### src/rtl/bitop_pkg.sv
package bitop_pkg;
    typedef enum logic [1:0] {
        BOP_TEST = 2'b00,
        BOP_FLIP = 2'b01,
        BOP_CLR  = 2'b10,
        BOP_SET  = 2'b11
    } bop_e;

    // flag enable vector positions, decoded by the flag register downstream
    localparam int FLAG_W = 5;
    localparam int FLAG_C = 0;
    localparam int FLAG_V = 1;
    localparam int FLAG_Z = 2;
    localparam int FLAG_N = 3;
    localparam int FLAG_X = 4;
endpackage

### src/rtl/bitop_index.sv
module bitop_index #(
    parameter int DATA_W = 32,
    parameter int BYTE_W = 8,
    parameter int NUM_W  = 6,
    localparam int IDX_W  = $clog2(DATA_W),
    localparam int BIDX_W = $clog2(BYTE_W)
) (
    input  logic [NUM_W-1:0] bitnum_i,
    input  logic             size_i,
    output logic [IDX_W-1:0] idx_o
);
    logic [IDX_W-1:0] word_idx;
    logic [IDX_W-1:0] byte_idx;

    // modulo by power of two: keep low bits only
    generate
        if (NUM_W >= IDX_W) begin : g_wide
            assign word_idx = bitnum_i[IDX_W-1:0];
        end else begin : g_narrow
            assign word_idx = IDX_W'(bitnum_i);
        end
    endgenerate

    assign byte_idx = IDX_W'(bitnum_i[BIDX_W-1:0]);

    always_comb begin
        idx_o = size_i ? byte_idx : word_idx;
    end
endmodule

### src/rtl/bitop_alu.sv
module bitop_alu
    import bitop_pkg::*;
#(
    parameter int DATA_W = 32,
    localparam int IDX_W = $clog2(DATA_W)
) (
    input  logic [DATA_W-1:0] operand_i,
    input  logic [IDX_W-1:0]  idx_i,
    input  bop_e              op_i,
    output logic [DATA_W-1:0] result_o,
    output logic              old_bit_o
);
    logic [DATA_W-1:0] hit;

    genvar i;
    generate
        for (i = 0; i < DATA_W; i++) begin : g_bit
            logic new_bit;
            assign hit[i] = (idx_i == IDX_W'(i));
            always_comb begin
                unique case (op_i)
                    BOP_TEST: new_bit = operand_i[i];
                    BOP_FLIP: new_bit = ~operand_i[i];
                    BOP_CLR:  new_bit = 1'b0;
                    BOP_SET:  new_bit = 1'b1;
                    default:  new_bit = operand_i[i];
                endcase
            end
            assign result_o[i] = hit[i] ? new_bit : operand_i[i];
        end
    endgenerate

    assign old_bit_o = |(operand_i & hit);
endmodule

### src/rtl/bitop_unit.sv
module bitop_unit
    import bitop_pkg::*;
#(
    parameter int DATA_W = 32,
    parameter int BYTE_W = 8,
    parameter int NUM_W  = 6
) (
    input  logic                clk,
    input  logic                rst_n,
    input  logic                req_i,
    input  logic [1:0]          op_i,
    input  logic                size_i,
    input  logic [NUM_W-1:0]    bitnum_i,
    input  logic [DATA_W-1:0]   operand_i,
    output logic                valid_o,
    output logic [DATA_W-1:0]   result_o,
    output logic                zero_o,
    output logic [FLAG_W-1:0]   flag_upd_o
);
    localparam int IDX_W = $clog2(DATA_W);
    localparam logic [FLAG_W-1:0] Z_ONLY = FLAG_W'(1) << FLAG_Z;

    typedef struct packed {
        logic              valid;
        logic [DATA_W-1:0] result;
        logic              zero;
        logic [FLAG_W-1:0] upd;
    } state_t;

    state_t           st_d, st_q;
    logic [IDX_W-1:0] sel_idx;
    logic [DATA_W-1:0] alu_res;
    logic             alu_old;

    bitop_index #(
        .DATA_W (DATA_W),
        .BYTE_W (BYTE_W),
        .NUM_W  (NUM_W)
    ) u_index (
        .bitnum_i (bitnum_i),
        .size_i   (size_i),
        .idx_o    (sel_idx)
    );

    bitop_alu #(
        .DATA_W (DATA_W)
    ) u_alu (
        .operand_i (operand_i),
        .idx_i     (sel_idx),
        .op_i      (bop_e'(op_i)),
        .result_o  (alu_res),
        .old_bit_o (alu_old)
    );

    always_comb begin
        st_d       = st_q;
        st_d.valid = req_i;
        st_d.upd   = req_i ? Z_ONLY : '0;
        if (req_i) begin
            st_d.result = alu_res;
            st_d.zero   = ~alu_old;
        end
    end

    always_ff @(posedge clk or negedge rst_n) begin
        if (!rst_n) begin
            st_q <= '0;
        end else begin
            st_q <= st_d;
        end
    end

    assign valid_o    = st_q.valid;
    assign result_o   = st_q.result;
    assign zero_o     = st_q.zero;
    assign flag_upd_o = st_q.upd;
endmodule

### config.mk
export PLATFORM = sky130hd
export DESIGN_NAME = bitop_unit
export DESIGN_NICKNAME = d
export VERILOG_FILES = /design/src/rtl/bitop_pkg.sv /design/src/rtl/bitop_index.sv /design/src/rtl/bitop_alu.sv /design/src/rtl/bitop_unit.sv
export SDC_FILE = /design/constraint.sdc
export NUM_CORES = 1
export LEC_CHECK = 0
export ABC_CLOCK_PERIOD_IN_PS = 1000
export BUFFER_PORTS_ARGS = -buffer_cell sky130_fd_sc_hd__buf_2
export CAP_MARGIN = 15
export CORE_ASPECT_RATIO = 1.75
export CORE_UTILIZATION = 52
export CTS_BUF_LIST = sky130_fd_sc_hd__clkbuf_4 sky130_fd_sc_hd__clkbuf_8
export DETAILED_ROUTE_END_ITERATION = 6
export PLACE_DENSITY = 0.81
export SLEW_MARGIN = 25
export SYNTH_ARGS = -nofsm -noshare
export SYNTH_HDL_FRONTEND = slang
export SYNTH_SLANG_ARGS = --single-unit
### constraint.sdc
create_clock -name clk -period 1 [get_ports clk]
set_input_delay 0.1 -clock clk [delete_from_list [all_inputs] [get_ports clk]]
set_output_delay 0.1 -clock clk [all_outputs]
set_load 0.03 [all_outputs]
==> metrics.yaml <==
outcome: "finished, violations left"
violations: "negative setup slack"
drive_above_1_share_pct: 58.8
hold_end: "zero_o"
drtIter0Drc: 234
ir_worst_vdd_uv: 1120
min_period_ns: 1.34
ys_seq_area_share_pct: 34.4
finalSetupViolCount: 24
io-pin-count: 83
maxCapViolations: 0
worst_slack_ns: -0.343
ctsLongestPathBuffers: 2
hp-start: "req_i"
synthFlopType: "dfrtp_1"
p_leak_nw: 1.96
area_growth_pct: 58.0
dieArea_sq_um: 5050
grt_first_pass_wirelength_um: 13700
vias_per_cell: 6.82
cts.sinks: 34
cts_htree_levels: 2
holdCritPathClass: "input port to register"
synthDistinctLibCells: 37
drc_errors: 0
vias: 2995
synth_area_per_cell_sq_um: 9.24
drv_slew: 0
ant_nets: 0
globalRouteOverflowTotal: 0
cts_buffers: 5
timing.rr.start: "result_o[11]"
fin_setup_tns_ns: -2.13
p_per_area_nw_per_um2: 1210
grt_pass1_vias: 2749
ys_ff_latch: 34
grt_max_degree: 35
finalCritPeriodShare_pct: 134
async_flop_share_pct: 100
crit_path_start_kind: "input port"
core_area_sq_um: 4480
crit_fanout: 12
end_kind: "register"
wire_per_inst_um: 24.0
synth_edf_count: 0
die_h_um: 93.3
antenna_found_initial: 0
reg2reg_slack_ns: 0.20
clk_pin_slew_worst_paths_ns: 0.08
yosys_warnings: 0
rsz0062_at_grt: "true"
hold_viol_final: 0
syn_inst: 268
die_w_um: 54.2
worstPathRequired_ns: 1.18
crit_arrival_ns: 1.52
synthesis.area_sq_um: 2480
io_buffer_count: 77
r2r_cells: 1
design_area_sq_um: 3910
clock-root-buffer: "clkbuf_8"
insertion_delay_ns: 0.29
num_rows: 32
place.gp.congestion: 0.937
grt_use_total_pct: 37.8
finalNetCount: 432
crit_type: "input port to register"
diodes: 0
dp_hpwl_um: 5750
r2r-end: "result_o[11]"
postPlaceCellArea_sq_um: 3310
first_pass_iters: 5
finalClockSkew_ns: 0
cts_tree: "built"
clock.fmax_mhz: 745
initial_core_util_pct: 55.2
drt-total-wl_um: 10500
hold_depth: 3
==> critical path: stages <==
cell and delay [ns]:
buf_6 0.13, buf_4 0.16, nor4b_4 0.34, nand2_1 0.13
a32o_1 0.31, a32oi_2 0.23, o41ai_2 0.12
==> layout by cell type, fill, tap and decap left out, drive strengths merged, types with 4 or more instances in the layout <==
master  Yosys  routed
clkbuf     17      10
nand2       6       6
nor2        5       5
buf        18     140
nor2b       5       5
nand3b      4       4
dfrtp      34      34
a21oi      40      40
and2        4       4
a31oi      38      38
mux2       34      34
a21o       30      30
conb        1       4
==> state kept, by name, indices dropped and copies added (netlist names) <==
register	flops
flag_upd_o	1
result_o	32
zero_o	1
==> per-stage QoR <==
stage,cells,worst slack [ns],hold WS [ns],util (%),power [mW]
finish,439,-0.343,0.195,87.2,4.74
global route,439,-0.432,0.204,87.2,4.86
CTS,431,-0.139,0.178,80.4,4.51
detailed placement,412,-0.473,0.0742,73.8,3.11
global placement,412,-0.492,0.0740,73.8,3.07
floorplan,271,-0.291,-0.196,-,2.58
==> how the worst max path moves through the flow <==
stage | from | endpoint | cells past startpoint
6_report | bitnum_i[4] | zero_o | 7
5_1_grt | bitnum_i[4] | zero_o | 7
4_1_cts | bitnum_i[2] | zero_o | 7
3_5_place_dp | bitnum_i[2] | result_o[24] | 7
3_3_place_gp | bitnum_i[3] | zero_o | 7
2_1_floorplan | size_i | zero_o | 6
==> where the power goes <==
group | internal, mW | total, mW | switching, mW
logic | 0.789 | 1.80 | 1.02
clock network | 0.798 | 1.34 | 0.542
registers | 1.52 | 1.60 | 0.0789
total | 3.11 | 4.74 | 1.64
==> cell usage after synthesis (3+ instances only) <==
master / n / area, sq um
mux2i_1: 3 / 30.0
a21oi_1: 40 / 200
dfrtp_1: 34 / 851
mux2_2: 34 / 383
a21o_1: 30 / 225
nor2_1: 5 / 18.8
nand3b_1: 4 / 30.0
and2_1: 4 / 25.0
buf_4: 6 / 45.0
a31oi_1: 38 / 238
nor2b_1: 5 / 31.3
buf_2: 12 / 60.1
clkbuf_1: 17 / 63.8
nand2_1: 6 / 22.5
==> cells by family after synthesis <==
group,after synthesis,synth area share (%)
AO/OA/AOI/OAI,118,30.3
AND/OR/NAND/NOR,41,11.4
multiplexers,37,16.7
buffers and inverters,37,7.12
flip-flops,34,34.4
other,1,0.151
==> final cells by class <==
class | count | area (sq um)
multi-input combinational | 200 | 1740
timing repair buffer | 145 | 1140
sequential | 34 | 851
fill | 231 | 573
clock buffer | 6 | 82.6
tap | 51 | 63.8
clock inverter | 1 | 30.0
inverter | 2 | 7.51
==> per-layer routing <==
metal / wire (um) / GRT usage (%) / vias to the layer above
met5: 0 / 0 / -
met4: 756 / 25.9 / 0
met3: 1060 / 10.2 / 89
met2: 5010 / 59.1 / 269
met1: 3690 / 42.5 / 1394
li1: - / - / 1243
==> repair_timing <==
action / CTS / global route
resized for setup: 24 / 48
endpoints found under the setup margin: 30 / 28
buffers inserted: 9 / 5
pin swaps: 12 / 40
hold buffers: 1 / 0
cloned: 2 / 4
endpoints found under the hold margin: 34 / 0
(Power assumes the default switching activity.)
